File: config.mk
export PLATFORM = sky130hd
export DESIGN_NAME = uart_rxq
export DESIGN_NICKNAME = d
export VERILOG_FILES = /design/src/rtl/uart_rxq_pkg.sv /design/src/rtl/uart_rxq_gate.sv /design/src/rtl/uart_rxq_store.sv /design/src/rtl/uart_rxq_idle_timer.sv /design/src/rtl/uart_rxq.sv
export SDC_FILE = /design/constraint.sdc
export NUM_CORES = 1
export LEC_CHECK = 0
export ABC_CLOCK_PERIOD_IN_PS = 4700
export BUFFER_PORTS_ARGS = -buffer_cell sky130_fd_sc_hd__buf_4
export CAP_MARGIN = 20
export CELL_PAD_IN_SITES_DETAIL_PLACEMENT = 1
export CELL_PAD_IN_SITES_GLOBAL_PLACEMENT = 1
export CORE_MARGIN = 2
export CORE_UTILIZATION = 30
export DETAILED_ROUTE_END_ITERATION = 7
export GPL_ROUTABILITY_DRIVEN = 0
export PLACE_DENSITY_LB_ADDON = 0.1
export SLEW_MARGIN = 20
export SYNTH_ARGS = -nofsm -noshare
export SYNTH_HDL_FRONTEND = slang
export SYNTH_SLANG_ARGS = --single-unit
File: constraint.sdc
create_clock -name clk -period 4.7 [get_ports clk]
set_clock_uncertainty 0.1 [all_clocks]
set_input_delay 1.41 -clock clk [delete_from_list [all_inputs] [get_ports clk]]
set_output_delay 1.41 -clock clk [all_outputs]
set_load 0.02 [all_outputs]
File: src/rtl/uart_rxq_pkg.sv
package uart_rxq_pkg;
  localparam int BYTE_W    = 8;
  localparam int CTRL_W    = 4;
  localparam int CTRL_CLR  = 0;
  localparam int CTRL_EN   = 2;
  localparam int CTRL_DIS  = 3;
  typedef logic [BYTE_W-1:0] rx_byte_t;
endpackage

File: src/rtl/uart_rxq_gate.sv
module uart_rxq_gate
  import uart_rxq_pkg::*;
(
  input  logic              clk,
  input  logic              rst_n,
  input  logic              ctrl_wr_i,
  input  logic [CTRL_W-1:0] ctrl_data_i,
  output logic              rx_on_o,
  output logic              clr_o
);
  logic en_q, en_d, dis_q, dis_d;

  always_comb begin
    en_d  = en_q;
    dis_d = dis_q;
    if (ctrl_wr_i) begin
      en_d  = ctrl_data_i[CTRL_EN];
      dis_d = ctrl_data_i[CTRL_DIS];
    end
  end

  always_ff @(posedge clk or negedge rst_n) begin
    if (!rst_n) begin
      en_q  <= 1'b0;
      dis_q <= 1'b1;
    end else begin
      en_q  <= en_d;
      dis_q <= dis_d;
    end
  end

  assign rx_on_o = en_q & ~dis_q;
  assign clr_o   = ctrl_wr_i & ctrl_data_i[CTRL_CLR];

  // a control write is reflected in the gate on the following cycle
  a_r1_ctrl_takes_effect: assert property (@(posedge clk) disable iff (!rst_n)
    ctrl_wr_i |=> (rx_on_o == ($past(ctrl_data_i[CTRL_EN]) & ~$past(ctrl_data_i[CTRL_DIS]))));
endmodule

File: src/rtl/uart_rxq_store.sv
module uart_rxq_store
  import uart_rxq_pkg::*;
#(
  parameter int DEPTH = 64
) (
  input  logic                     clk,
  input  logic                     rst_n,
  input  logic                     clr_i,
  input  logic                     push_i,
  input  rx_byte_t                 push_data_i,
  input  logic                     pop_i,
  output logic [$clog2(DEPTH):0]   count_o,
  output rx_byte_t                 rd_data_o,
  output logic                     ovr_o,
  output logic                     accept_o
);
  localparam int PW = $clog2(DEPTH);
  localparam int CW = PW + 1;
  localparam logic [CW-1:0] FULL_CNT = CW'(DEPTH);
  localparam logic [PW-1:0] LAST_PTR = PW'(DEPTH - 1);

  rx_byte_t        mem_q [DEPTH];
  logic [PW-1:0]   wp_q, wp_d, rp;
  logic [CW-1:0]   cnt_q, cnt_d;
  rx_byte_t        rd_q, rd_d;
  logic            ovr_q, ovr_d;
  logic            full, empty, wr_ok, rd_ok;
  logic [CW:0]     rp_wide;

  assign full  = (cnt_q == FULL_CNT);
  assign empty = (cnt_q == '0);
  assign wr_ok = push_i & ~full & ~clr_i;
  assign rd_ok = pop_i & ~empty & ~clr_i;

  // oldest entry sits count positions behind the write position
  always_comb begin
    rp_wide = {2'b00, wp_q} - {1'b0, cnt_q};
    if ({2'b00, wp_q} < {1'b0, cnt_q}) rp_wide = rp_wide + (CW+1)'(DEPTH);
    rp = rp_wide[PW-1:0];
  end

  always_comb begin
    wp_d  = wp_q;
    cnt_d = cnt_q;
    rd_d  = rd_q;
    ovr_d = 1'b0;
    if (clr_i) begin
      wp_d  = '0;
      cnt_d = '0;
    end else begin
      if (wr_ok) wp_d = (wp_q == LAST_PTR) ? '0 : wp_q + 1'b1;
      case ({wr_ok, rd_ok})
        2'b10:   cnt_d = cnt_q + 1'b1;
        2'b01:   cnt_d = cnt_q - 1'b1;
        default: cnt_d = cnt_q;
      endcase
      if (pop_i) rd_d = empty ? '0 : mem_q[rp];
      ovr_d = push_i & full;
    end
  end

  always_ff @(posedge clk or negedge rst_n) begin
    if (!rst_n) begin
      wp_q  <= '0;
      cnt_q <= '0;
      rd_q  <= '0;
      ovr_q <= 1'b0;
    end else begin
      wp_q  <= wp_d;
      cnt_q <= cnt_d;
      rd_q  <= rd_d;
      ovr_q <= ovr_d;
    end
  end

  always_ff @(posedge clk) begin
    if (wr_ok) mem_q[wp_q] <= push_data_i;
  end

  assign count_o   = cnt_q;
  assign rd_data_o = rd_q;
  assign ovr_o     = ovr_q;
  assign accept_o  = wr_ok;

  a_r2_count_bounded: assert property (@(posedge clk) disable iff (!rst_n)
    cnt_q <= FULL_CNT);
  a_r4_ovr_only_when_full: assert property (@(posedge clk) disable iff (!rst_n)
    (push_i && !full) |=> !ovr_q);
  a_r6_empty_read_zero: assert property (@(posedge clk) disable iff (!rst_n)
    (pop_i && empty && !clr_i) |=> (rd_q == '0 && cnt_q == (CW'(1) & CW'($past(wr_ok)))));
  a_r8_rw_holds_count: assert property (@(posedge clk) disable iff (!rst_n)
    (push_i && pop_i && !full && !empty && !clr_i) |=> $stable(cnt_q));
  a_r9_clear_empties: assert property (@(posedge clk) disable iff (!rst_n)
    clr_i |=> (cnt_q == '0 && wp_q == '0));
endmodule

File: src/rtl/uart_rxq_idle_timer.sv
module uart_rxq_idle_timer #(
  parameter int TMO_CHARS = 4
) (
  input  logic clk,
  input  logic rst_n,
  input  logic restart_i,
  input  logic tick_i,
  output logic tmo_o
);
  localparam int TW = $clog2(TMO_CHARS + 1);
  localparam logic [TW-1:0] LAST_TICK = TW'(TMO_CHARS - 1);

  logic          armed_q, armed_d;
  logic [TW-1:0] cnt_q, cnt_d;
  logic          tmo_q, tmo_d;

  always_comb begin
    armed_d = armed_q;
    cnt_d   = cnt_q;
    tmo_d   = 1'b0;
    if (restart_i) begin
      armed_d = 1'b1;
      cnt_d   = '0;
    end else if (armed_q && tick_i) begin
      if (cnt_q == LAST_TICK) begin
        tmo_d   = 1'b1;
        armed_d = 1'b0;
        cnt_d   = '0;
      end else begin
        cnt_d = cnt_q + 1'b1;
      end
    end
  end

  always_ff @(posedge clk or negedge rst_n) begin
    if (!rst_n) begin
      armed_q <= 1'b0;
      cnt_q   <= '0;
      tmo_q   <= 1'b0;
    end else begin
      armed_q <= armed_d;
      cnt_q   <= cnt_d;
      tmo_q   <= tmo_d;
    end
  end

  assign tmo_o = tmo_q;

  a_r5_tmo_needs_tick: assert property (@(posedge clk) disable iff (!rst_n)
    tmo_q |-> $past(tick_i && armed_q && !restart_i));
  a_r5_restart_blocks_tmo: assert property (@(posedge clk) disable iff (!rst_n)
    restart_i |=> !tmo_q);
endmodule

File: src/rtl/uart_rxq.sv
module uart_rxq
  import uart_rxq_pkg::*;
#(
  parameter int DEPTH     = 64,
  parameter int TMO_CHARS = 4
) (
  input  logic                   clk,
  input  logic                   rst_n,
  input  logic                   ctrl_wr_i,
  input  logic [3:0]             ctrl_data_i,
  input  logic                   rx_valid_i,
  input  logic [7:0]             rx_data_i,
  input  logic                   rx_break_i,
  input  logic                   rd_req_i,
  input  logic                   char_tick_i,
  output logic [7:0]             rd_data_o,
  output logic [$clog2(DEPTH):0] count_o,
  output logic                   ovr_pulse_o,
  output logic                   tmo_pulse_o
);
  logic     rx_on, clr, push, pop, accept;
  rx_byte_t push_data;

  uart_rxq_gate u_gate (
    .clk         (clk),
    .rst_n       (rst_n),
    .ctrl_wr_i   (ctrl_wr_i),
    .ctrl_data_i (ctrl_data_i),
    .rx_on_o     (rx_on),
    .clr_o       (clr)
  );

  assign push      = rx_on & (rx_valid_i | rx_break_i);
  assign push_data = rx_break_i ? '0 : rx_data_i;
  assign pop       = rx_on & rd_req_i;

  uart_rxq_store #(.DEPTH(DEPTH)) u_store (
    .clk         (clk),
    .rst_n       (rst_n),
    .clr_i       (clr),
    .push_i      (push),
    .push_data_i (push_data),
    .pop_i       (pop),
    .count_o     (count_o),
    .rd_data_o   (rd_data_o),
    .ovr_o       (ovr_pulse_o),
    .accept_o    (accept)
  );

  uart_rxq_idle_timer #(.TMO_CHARS(TMO_CHARS)) u_timer (
    .clk       (clk),
    .rst_n     (rst_n),
    .restart_i (accept),
    .tick_i    (char_tick_i),
    .tmo_o     (tmo_pulse_o)
  );

  a_r1_off_ignores: assert property (@(posedge clk) disable iff (!rst_n)
    (!rx_on && !clr) |=> ($stable(count_o) && $stable(rd_data_o) && !ovr_pulse_o));
  a_r7_break_stores_zero: assert property (@(posedge clk) disable iff (!rst_n)
    (rx_on && rx_break_i && !clr && count_o == '0 && !rd_req_i) |=> (count_o == 1));
endmodule

Yosys cells after proc, flatten, opt, wreduce, memory -nomap -nowiden
Memories as Yosys holds them, arrays and structs flattened.
Index checks and enable logic that the tools add are counted.
{ "totals": {"ramBits": 512, "memories": 1, "output_inout_bits": 17, "wordCells": 64, "reg_bits": 29} }
{ "op_classes": {"mux": 20, "n_reduce_logical": 8, "magnitude_cmp": 1, "n_eq_ne": 5, "add_sub_neg": 6, "bitwise_logic": 14} }
{ "memory_table": {"columns": ["name", "depth", "word_bits", "read_ports", "rd_ports_with_merged_regs", "wr", "line", "text"], "rows": [
  ["u_store.mem_q", 64, 8, 1, 0, 1, "uart_rxq_store.sv:22", "rx_byte_t mem_q [DEPTH];"]
]} }
{ "ops": {"columns": ["cell", "n"], "rows": [
  ["6-bit two-way mux", 4],
  ["8-bit two-way mux", 2],
  ["7-bit one-hot mux with 2 select lines", 1],
  ["6-bit by 1-bit adder with 6-bit output, second input constant", 2],
  ["1-bit bitwise AND", 9],
  ["1-bit two-way mux", 9],
  ["3-bit two-way mux", 3],
  ["7-bit by 1-bit adder with 7-bit output, second input constant", 1],
  ["7-bit equality test, second input constant", 1],
  ["7-bit zero test", 1],
  ["6-bit by 7-bit less-than comparator with 1-bit output", 1],
  ["7-bit two-way mux", 1],
  ["7-bit by 1-bit subtractor with 7-bit output, second input constant", 1],
  ["6-bit equality test, second input constant", 1],
  ["2-bit nonzero test", 3],
  ["6-bit subtractor", 1],
  ["1-bit NOT", 4],
  ["2-bit AND reduction", 2],
  ["3-bit by 1-bit adder with 3-bit output, second input constant", 1],
  ["3-bit by 2-bit equality test with 1-bit output, second input constant", 1],
  ["3-bit nonzero test", 1],
  ["2-bit by 1-bit equality test with 1-bit output, second input constant", 1],
  ["2-bit equality test, second input constant", 1],
  ["1-bit logical AND", 1],
  ["1-bit OR", 1]
]} }

Longest topological paths before layout
Gate-level depths: netlist of the first run.
{ "logic_depth": {"word_depth": 8, "depth_mapped": 14, "mapped_depth_nobuf": 12} }

Cells and area by module
Synthesis of the first run repeated with hierarchy kept, for this count alone.
{ "hier_totals": {"cells_unflattened": 1080, "area_unflattened_um2": 21715.8} }
{ "modules_own_cells": {"columns": ["mod", "cells_each", "area_per_inst_um2", "seq_area_each_um2", "instances"], "rows": [
  ["uart_rxq_store", 1045, 21306.7, 15925.3, 1],
  ["uart_rxq_idle_timer", 19, 237.7, 125.1, 1],
  ["uart_rxq_gate", 6, 87.6, 51.3, 1],
  ["uart_rxq", 10, 83.8, 0.0, 1]
]} }

Worst setup path after synthesis of the first run
Ideal clock, no wire load.
{ "synth_path": {"path_kind": "input-to-reg", "from": "in rx_break_i", "to": "reg u_store.cnt_q[6] (netlist: u_store.count_o[6])", "setup_slack_ns": 1.028, "n_path_buf": 1, "setup_ns": 0.133, "t_required_ns": 4.467, "t_arrival_ns": 3.439, "stages": 12, "path_cell_list": "o211a_1 a211oi_2 buf_6 xnor2_1 ha_1 or4_1 nor2_1 nor2_1 o21ai_0 o311ai_0 xor2_1 nor2_1"} }
{ "synth_between": {"elab_chain_cells": 7, "word_cells_on_any_way": 9} }
{ "synth_rtl": {"columns": ["item", "line", "text"], "rows": [
  ["start: declaration", "uart_rxq.sv:13", "input logic rx_break_i,"],
  ["1-bit OR (*)", "uart_rxq.sv:33", "assign push = rx_on & (rx_valid_i | rx_break_i);"],
  ["1-bit bitwise AND (*)", "uart_rxq.sv:33", null],
  ["1-bit bitwise AND (*) (2 in a row)", "uart_rxq_store.sv:32", "assign wr_ok = push_i & ~full & ~clr_i;"],
  ["2-bit by 1-bit equality test with 1-bit output / 2-bit equality test (equally long branches)", "uart_rxq_store.sv:52", "case ({wr_ok, rd_ok})"],
  ["7-bit one-hot mux with 2 select lines", "uart_rxq_store.sv:52", null],
  ["7-bit two-way mux", "uart_rxq_store.sv:47", "if (clr_i) begin"],
  ["end signal: assignment", "uart_rxq_store.sv:70", "cnt_q <= cnt_d;"],
  ["end: declaration", "uart_rxq_store.sv:24", "logic [CW-1:0] cnt_q, cnt_d;"]
]} }
Mark *: on every way between the ends. The rest lies on a longest branch, timed or not.
A chain may end at the register's enable or synchronous reset.

Worst setup path in the final report of the first run
{ "layout_path": {"from": "reg u_store.cnt_q[0] (netlist: u_store.count_o[0])", "to": "reg u_store.rd_q[0] (netlist: u_store.rd_data_o[0])"} }
{ "layout_between": {"elab_chain_cells": 5, "word_cells_on_any_way": 7} }
{ "layout_rtl": {"columns": ["item", "line", "text"], "rows": [
  ["6-bit subtractor", "uart_rxq_store.sv:37", "rp_wide = {2'b00, wp_q} - {1'b0, cnt_q};"],
  ["6-bit by 1-bit adder with 6-bit output", "uart_rxq_store.sv:38", "if ({2'b00, wp_q} < {1'b0, cnt_q}) rp_wide = rp_wide + (CW+1)'(DEPTH);"],
  ["6-bit two-way mux", "uart_rxq_store.sv:38", null],
  ["memory read 64 x 8 bit", null, null],
  ["8-bit two-way mux (*)", "uart_rxq_store.sv:57", "if (pop_i) rd_d = empty ? '0 : mem_q[rp];"],
  ["end signal: assignment", "uart_rxq_store.sv:71", "rd_q <= rd_d;"],
  ["end: declaration", "uart_rxq_store.sv:25", "rx_byte_t rd_q, rd_d;"]
]} }
Marked as above.

==> metrics.md, run 1 <==
| Metric | Value |
|---|---|
| Grt ovf | 0 |
| WL met2 | 29,400 um |
| Pwr dens | 638 nW/um2 |
| Status | finished, final reports clean |
| Critical path class | reg -> reg |
| CTS buffer count | 66 |
| Final HPWL DP | 38,100 um |
| Gate power share | 38.0% |
| Final-report setup violation count | 0 |
| Tot Pwr | 16.6 mW |
| Top cells by area, synth | edfxtp_1 (71%), mux4_2 (13%), dfrtp_1 (3.2%) |
| Max Slew Vio Count | 0 |
| Mapped Cells | 1,161 |
| Core area | 71,500 um2 |
| Crit path DAT | 4.41 ns |
| Sw frac | 35.1% |
| Post-synthesis cell type count | 58 |
| PostCTS Resize Cnt | 0 |
| Initial core utilization | 30.3% |
| Post-Route WL | 59,900 um |
| DP Worst Slack | 0.268 ns |
| Clock power frac | 29.0% |
| Port-buffer cells | 34 |
| I/O pin count | 36 |
| Clock H-tree levels | 3 |
| Top sig layer | met4 |
| Largest net degree at the start of global routing | 65 |
| Layout cells sized above 1 | 29.7% |
| Fin cells | 2,317 |
| Cell Area, Synth | 21,700 um2 |
| Hold Buf Count CTS | 0 |
| Yosys reg bits | 541 |
| Max Cap Viol | 0 |
| Die Width | 273 um |
| Synth area leader | edfxtp_1 |
| Power Internal | 10.7 mW |
| Postcts setup bufs | 0 |
| ANT nets after route | 0 |
| Deepest clock path buffer count | 3 |
| Avg Cell Area, Syn | 18.7 um2 |
| Register area share after synthesis | 74.2% |
| PnR worst setup slack | 0.649 ns |
| Post-synth top area share | 70.9% |
| Leak pwr | 8.32 nW |
| Syn nets | 1,190 |
| Synth Warn # | 0 |
| Hold Violations, Final | 0 |
| Drt pass-1 iters | 4 |
| First-pass GRT wire length | 87,700 um |
| Die area | 74,500 um2 |
| Critical Path Source Type | flip-flop |
| Crit path required time | 5.06 ns |
| Post-synth ARST share | 5.36% |
| Root buffer cell | clkbuf_16 |
| Num Clock Sinks | 541 |
| CP max FO | 42 |
| Skew-Pair Late Insertion Delay | 0.58 ns |
| Rel. slew slack | 37.6% |
| Period utilization | 86.2% |
| DRC viols | 0 |
| Vias per cell | 4.88 |
| Clk pin slew, worst setup/hold paths | 0.06 ns |
| Final min period | 4.05 ns |
| Metal1 wirelength | 27,400 um |
| Setup TNS | 0 ns |
| Dpl cells | 2,200 |
| Number of synthesized flops with an enable pin | 512 |
| Switch Pwr | 5.82 mW |
| Hold Path Class | reg -> reg |
| Peak Freq | 247 MHz |
| Element type at the critical path end | flip-flop |
| Slew of the pin with the lowest slew margin | 0.933 ns |
| RSZ-0062 raised after global routing | no |
| Final core occ | 36.4% |
| Die height | 273 um |
| Main flop type after synthesis | edfxtp_1 |
| Met3 routed WL | 1800 um |
| Area growth syn-to-layout | 19.8% |
| Wirelength per Cell | 25.8 um |
| CTS tree | yes |
| Number of antenna violations at the first check in global routing | 0 |
| Initial detailed-routing violation count | 712 |
| Total track usage | 16.4% |
| Post-layout nets | 1,347 |
| Vias | 11,300 |
| Worst vdd ir | 0.325 mV |
| Share of power burned in registers | 33.0% |
| Vias in the first global route | 12,300 |
| Rows | 98 |
==> cells in the final DEF, fill, tap and decap left out, types with 3 or more instances in the layout <==
| cell type | n |
|---|---|
| mux2_2 | 6 |
| nand3b_1 | 4 |
| clkinvlp_4 | 4 |
| nand3_1 | 29 |
| a2111oi_0 | 8 |
| o21ai_0 | 13 |
| a311oi_1 | 3 |
| xor2_1 | 5 |
| nor2_1 | 95 |
| nand2_1 | 90 |
| mux4_2 | 128 |
| ha_1 | 8 |
| clkinv_1 | 13 |
| buf_12 | 4 |
| inv_1 | 7 |
| nor3_1 | 4 |
| a211oi_1 | 13 |
| dfrtp_1 | 28 |
| edfxtp_1 | 512 |
| or4_1 | 3 |
| clkbuf_1 | 10 |
| nor2b_1 | 3 |
| and2_1 | 24 |
| buf_4 | 149 |
| nand4_1 | 19 |
| clkinv_2 | 13 |
| mux2i_1 | 8 |
| nor2b_4 | 8 |
| clkbuf_16 | 71 |
| a21oi_1 | 12 |
| a22oi_1 | 5 |
| xnor2_1 | 5 |
| a31oi_1 | 19 |
==> final cells by class <==
cell class	instances	area, um2
fillers	7092	45500
clock inverters	35	230
clock buffers	81	1810
well taps	950	1190
multi-input cells	549	5430
flip-flops and latches	541	16100
diodes	1	2.50
repair buffers	153	1200
inverters	7	26.3
==> kinds of logic (layout without fill, tap and decap cells) <==
logic type / after synthesis / in the layout / synth area share [%]
multiplexers: 142 / 142 / 14.0
AND/OR/NAND/NOR: 294 / 294 / 6.35
XOR/XNOR: 14 / 14 / 0.600
adder cells (fa/ha/maj): 10 / 10 / 0.611
buffers and inverters: 71 / 276 / 1.37
other: 0 / 1 / 0
AO/OA/AOI/OAI: 89 / 89 / 2.86
flip-flops: 541 / 541 / 74.2
==> per-layer routing <==
metal	vias up	global-route usage [%]
met5	-	0
met4	0	4.48
met3	77	2.77
met2	176	27.1
met1	6061	22.4
li1	4996	-
==> synth_stat cells (all sizes together), types with 3 or more instances <==
cell type  instances
buf               25
nand2             90
edfxtp           512
and2              24
a311oi             3
nand4             19
xor2               6
a31oi             19
xnor2              8
inv                7
nand3             29
dfrtp             28
mux2i              8
a211oi            15
a2111oi            8
nor3               4
ha                 9
a21oi             12
nand3b             4
or4                3
or3                3
o21ai             15
nor2              95
clkbuf            39
a22oi              5
mux4             128
nor2b             11
mux2               6
==> worst max-delay path, cell delays in order (launching register included) <==
cell       delay (ns)
dfrtp_1          0.59
ha_4             0.20
inv_1            0.05
fa_4             0.95
buf_12           0.31
mux4_2           0.35
and2_1           0.20
a2111oi_0        0.62
a31oi_1          0.16
nand4_1          0.23
nand3_1          0.10
==> worst paths after layout <==
path / start / to / slack (ns) / depth (start not counted)
worst max-delay path: u_store.count_o[0] / u_store.rd_data_o[0] / 0.65 / 10
worst min-delay path: u_gate.en_q / u_gate.en_q / 0.40 / 1
worst max register to register: u_store.count_o[0] / u_store.rd_data_o[0] / 0.65 / 10
worst min register to register: u_gate.en_q / u_gate.en_q / 0.40 / 1
max in group asynchronous: rst_n / u_gate.dis_q / 3.47 / 1
min in group asynchronous: rst_n / u_store.count_o[1] / 0.68 / 1
==> state kept, by name, summed over array words and instances, names as in the netlist <==
name               cells
u_timer.cnt_q          3
u_store.rd_data_o      8
u_store.wp_q           6
u_timer.armed_q        1
u_timer.tmo_o          1
u_store.mem_q        512
u_store.ovr_o          1
u_gate.dis_q           1
u_store.count_o        7
u_gate.en_q            1
==> power groups by stage <==
stage / logic (mW) / clock network (mW) / registers [mW]
after global routing: 6.86 / 5.13 / 5.47
after CTS: 6.54 / 4.97 / 5.46
after detailed placement: 6.53 / 0 / 5.56
after global placement: 6.50 / 0 / 5.56
final: 6.30 / 4.81 / 5.46
after floorplan: 3.90 / 0 / 5.55
==> metrics by stage <==
step,hold WS [ns],instance area (um2)
6_report,0.399,26000
5_1_grt,0.435,26000
4_1_cts,0.400,26000
3_5_place_dp,0.389,23900
3_3_place_gp,0.386,23900
2_1_floorplan,0.373,21700
(Power assumes the default switching activity.)
==> run 2, diff against run 1 <==
- CORE_UTILIZATION: 30 -> 50
==> metrics.md, run 2 (same netlist as run 1, synthesis figures left out) <==
| Metric | Value |
|---|---|
| Layout cells sized above 1 | 27.9% |
| CP max FO | 26 |
| Total track usage | 24.6% |
| Grt ovf | 0 |
| DP Worst Slack | 0.763 ns |
| Critical path class | reg -> reg |
| Switch Pwr | 5.45 mW |
| Vias in the first global route | 12,100 |
| Peak Freq | 249 MHz |
| Largest net degree at the start of global routing | 65 |
| Cell count of the worst reg-to-reg path | 10 |
| Gate power share | 38.2% |
| Sw frac | 34.5% |
| Skew-Pair Late Insertion Delay | 0.62 ns |
| Hold Path Stages | 1 |
| Reg with most FFs | u_store.mem_q |
| Commonest non-fill, non-tap cells in the layout | edfxtp_1 (512), buf_4 (130), mux4_2 (128) |
| Core area | 43,000 um2 |
| Port-buffer cells | 34 |
| M1 GR Usage | 35.6% |
| I/O pin count | 36 |
| Share of power burned in registers | 34.5% |
| Area growth syn-to-layout | 15.8% |
| Hold Path Class | reg -> reg |
| Max Cap Viol | 0 |
| Max reg flops | 512 |
| Rows | 76 |
| First-pass GRT wire length | 79,500 um |
| PnR worst setup slack | 0.691 ns |
| Max Slew Vio Count | 0 |
| Initial core utilization | 50.5% |
| CTS tree | yes |
| Critical Path Source Type | flip-flop |
| WHS Endpoint | u_gate.en_q |
| N_diodes | 0 |
| ANT nets after route | 0 |
| DRC viols | 0 |
| Reg2Reg Launch Point | u_store.wp_q[0] |
| Slew of the pin with the lowest slew margin | 1.11 ns |
| Deepest clock path buffer count | 3 |
| Drt pass-1 iters | 5 |
| Post-Route WL | 52,800 um |
| Number of antenna violations at the first check in global routing | 0 |
| Rel. slew slack | 26.0% |
| Clk pin slew, worst setup/hold paths | 0.06 ns |
| Root buffer cell | clkbuf_16 |
| Clock power frac | 27.3% |
| Wirelength per Cell | 27.5 um |
| Crit path DAT | 4.40 ns |
| Element type at the critical path end | flip-flop |
| Worst vdd ir | 0.419 mV |
| Final-report setup violation count | 0 |
| CTS buffer count | 56 |
| Grt peak-use layer | met2 |
| Num Clock Sinks | 541 |
| Power Internal | 10.3 mW |
| Clock H-tree levels | 2 |
| Leak pwr | 8.08 nW |
| Post-layout nets | 1,318 |
| Die area | 45,100 um2 |
| Final core occ | 58.4% |
| Hold Buf Count CTS | 0 |
| Setup TNS | 0 ns |
| Fill cells | 3,815 |
| Hold Violations, Final | 0 |
| Non-Filler Cell Area, Final | 25,100 um2 |
| Period utilization | 85.3% |
| PostCTS Resize Cnt | 0 |
| Worst setup startpoint | u_store.wp_q[0] |
| Die height | 212 um |
| Placed Area | 23,300 um2 |
| HP Start | u_gate.en_q |
| R2R Setup Slk | 0.69 ns |
| Crit path required time | 5.09 ns |
| Vias per cell | 5.94 |
| Final min period | 4.01 ns |
| Die Width | 212 um |
| Tot Pwr | 15.8 mW |
| Commonest non-fill, non-tap cell in the layout | edfxtp_1 |
| GR Layer Usage met3 | 4.05% |
| Vias | 11,400 |
| Grt met2 use | 39.1% |
| Postcts setup bufs | 0 |
| Initial detailed-routing violation count | 974 |
| Pwr dens | 629 nW/um2 |
| RSZ-0062 raised after global routing | no |
| Final HPWL DP | 33,000 um |
| Status | finished, final reports clean |
| FF-to-FF End | u_store.rd_data_o[4] |
[run 2: cell types whose count changed in the layout (fill, tap and decap cells not counted), moves of 2 or more]
cell / before / now
clkbuf_16: 71 / 56
bufinv_16: 2 / 4
clkbuf_8: 0 / 2
buf_4: 149 / 130
clkinvlp_4: 4 / 2
clkinv_2: 13 / 9
clkbuf_1: 10 / 14
[run 2: worst max-delay path by stage]
stage | endpoint | depth (start not counted)
6_report | u_store.rd_data_o[4] | 10
5_1_grt | u_store.rd_data_o[4] | 10
4_1_cts | u_store.rd_data_o[4] | 10
3_5_place_dp | u_store.rd_data_o[5] | 10
3_3_place_gp | u_store.count_o[6] | 12
2_1_floorplan | u_store.count_o[6] | 12
[run 2: layout make-up]
type	instances	area (um2)	share of cell area [%]
Sequential cell	541	16100	64.1
Multi-Input combinational cell	549	5420	21.6
Clock buffer	72	1480	5.90
Timing Repair Buffer	134	1060	4.24
Tap cell	585	732	2.92
Clock inverter	32	288	1.15
Inverter	7	26.3	0.105
[run 2: power by group through the flow]
| stage | clock network, mW | registers [mW] | logic (mW) |
|---|---|---|---|
| final | 4.31 | 5.45 | 6.03 |
| after global routing | 4.55 | 5.46 | 6.48 |
| after CTS | 4.38 | 5.45 | 6.11 |
| after detailed placement | 0 | 5.55 | 6.09 |
| after global placement | 0 | 5.55 | 6.05 |
| after floorplan | 0 | 5.55 | 3.90 |
[run 2: critical path: stages (launching register included)]
cell and delay, ns:
dfrtp_1 0.50, inv_1 0.15, ha_4 0.13, inv_1 0.05, fa_4 1.12, mux4_2 0.41
and2_1 0.17, a2111oi_0 0.73, a31oi_1 0.17, nand4_1 0.23, nand3_1 0.11
[run 2: metrics by stage]
stage / hold WS [ns] / instances
2_1_floorplan: 0.373 / 1161
3_3_place_gp: 0.393 / 1815
3_5_place_dp: 0.404 / 1816
4_1_cts: 0.421 / 1920
5_1_grt: 0.461 / 1920
6_report: 0.410 / 1920
[run 2: layer usage]
layer / part of all wire, % / wire, um / up-vias
met3: 5.2 / 2750 / 75
met4: 2.4 / 1280 / 0
met1: 44 / 23300 / 6075
met5: 0 / 0 / -
li1: - / - / 4936
met2: 48 / 25400 / 326
==> run 3, diff against run 2 <==
- CORE_MARGIN: 2 -> 1
==> metrics.md, run 3 (same netlist as run 1, synthesis figures left out) <==
| Metric | Value |
|---|---|
| Status | finished, final reports clean |
| Final min period | 4.00 ns |
| Largest net degree at the start of global routing | 65 |
| Crit path required time | 5.07 ns |
| Clock H-tree levels | 2 |
| RSZ-0062 raised after global routing | no |
| Fill cells | 3,623 |
| Drt pass-1 iters | 5 |
| Final-report setup violation count | 0 |
| Commonest non-fill, non-tap cell in the layout | edfxtp_1 |
| Most frequent CP cell | inv_1 |
| Core area | 42,300 um2 |
| Grt ovf | 0 |
| Hold Violations, Final | 0 |
| Wirelength per Cell | 28.0 um |
| Crit path DAT | 4.37 ns |
| Number of antenna violations at the first check in global routing | 0 |
| Initial core utilization | 51.2% |
| Max reg flops | 512 |
| CTS tree | yes |
| CP delay by family, top | adder cells |
| Worst vdd ir | 0.401 mV |
| Post-layout nets | 1,331 |
| Fin cells | 1,925 |
| Initial detailed-routing violation count | 1,098 |
| PostCTS Resize Cnt | 0 |
| Critical path class | reg -> reg |
| Element type at the critical path end | flip-flop |
| Vias per cell | 6.01 |
| Crit-path cells | inv_1, ha_4, inv_1, fa_4, buf_4, mux4_2, a2111oi_0, a31oi_1, nand4_1, nand3_1 |
| Max Cap Viol | 0 |
| Setup TNS | 0 ns |
| Hold Path Class | reg -> reg |
| Commonest non-fill, non-tap cells in the layout | edfxtp_1 (512), buf_4 (138), mux4_2 (128) |
| First-pass GRT wire length | 81,000 um |
| I/O pin count | 36 |
| Die height | 210 um |
| Reg with most FFs | u_store.mem_q |
| DP Worst Slack | 0.735 ns |
| Hold Buf Count CTS | 0 |
| Leak pwr | 8.19 nW |
| Slew of the pin with the lowest slew margin | 0.967 ns |
| Vias in the first global route | 12,200 |
| Total track usage | 25.4% |
| Post-Route WL | 53,900 um |
| Dpl cells | 1,820 |
| Vias | 11,600 |
| Skew-Pair Late Insertion Delay | 0.59 ns |
| Period utilization | 85.1% |
| Root buffer cell | clkbuf_16 |
| CP bufs+invs | 3 |
| DRC viols | 0 |
| Final HPWL DP | 34,400 um |
| Critical Path Source Type | flip-flop |
| Tot Pwr | 15.9 mW |
| Die area | 44,200 um2 |
| Layout cells sized above 1 | 28.3% |
| Non-Filler Cell Area, Final | 25,300 um2 |
| Deepest clock path buffer count | 3 |
| Die Width | 210 um |
| Postcts setup bufs | 0 |
| Crit-path slowest cell | fa_4 |
| PnR worst setup slack | 0.699 ns |
| Num Clock Sinks | 541 |
| Peak Freq | 250 MHz |
| N_diodes | 0 |
| Crit path largest cell delay | 1.03 ns |
| Rows | 75 |
| Placed Area | 23,500 um2 |
| Rel. slew slack | 35.4% |
| Area growth syn-to-layout | 16.7% |
| Pwr dens | 627 nW/um2 |
| Max Slew Vio Count | 0 |
| CP max FO | 17 |
| Port-buffer cells | 34 |
| CTS buffer count | 56 |
| Clk pin slew, worst setup/hold paths | 0.06 ns |
| ANT nets after route | 0 |
## run 3: worst register-to-register path, cell delays in order (launching register included)
cell,delay [ns]
dfrtp_1,0.50
inv_1,0.15
ha_4,0.13
inv_1,0.05
fa_4,1.03
buf_4,0.38
mux4_2,0.34
a2111oi_0,0.66
a31oi_1,0.19
nand4_1,0.24
nand3_1,0.11
## run 3: where the power goes
part / total, mW / switching, mW / internal, mW
Sequential: 5.46 / 0.114 / 5.35
Combinational: 6.07 / 3.55 / 2.52
Clock: 4.35 / 1.79 / 2.56
## run 3: final timing paths
path,start,end,slack (ns),cells past startpoint
max,u_store.wp_q[0],u_store.rd_data_o[3],0.70,10
max in group asynchronous,rst_n,u_gate.dis_q,3.47,1
max reg2reg,u_store.wp_q[0],u_store.rd_data_o[3],0.70,10
min reg2reg,u_timer.cnt_q[2],u_timer.cnt_q[2],0.41,1
min in group asynchronous,rst_n,u_store.count_o[5],0.67,1
min,u_timer.cnt_q[2],u_timer.cnt_q[2],0.41,1
## run 3: final cells by class
type	instances	area (um2)	share of cell area (%)
Clock buffer	73	1500	5.91
Sequential cell	541	16100	63.6
Tap cell	577	722	2.85
Timing Repair Buffer	147	1240	4.89
Clock inverter	31	300	1.19
Inverter	7	26.3	0.104
Multi-Input combinational cell	549	5430	21.4
## run 3: metal layers
layer  wire length [um]  global-route usage (%)  up-vias
met1              24100                    36.9     6199
li1                   -                       -     4963
met4               1670                    8.99        0
met3               2670                    3.77       92
met2              25500                    39.6      308
met5                  0                       0        -
## run 3: metrics by stage
step           hold slack, ns  util, %
2_1_floorplan           0.373        -
3_3_place_gp            0.395     55.3
3_5_place_dp            0.394     55.5
4_1_cts                 0.418     59.8
5_1_grt                 0.427     59.8
6_report                0.413     59.8
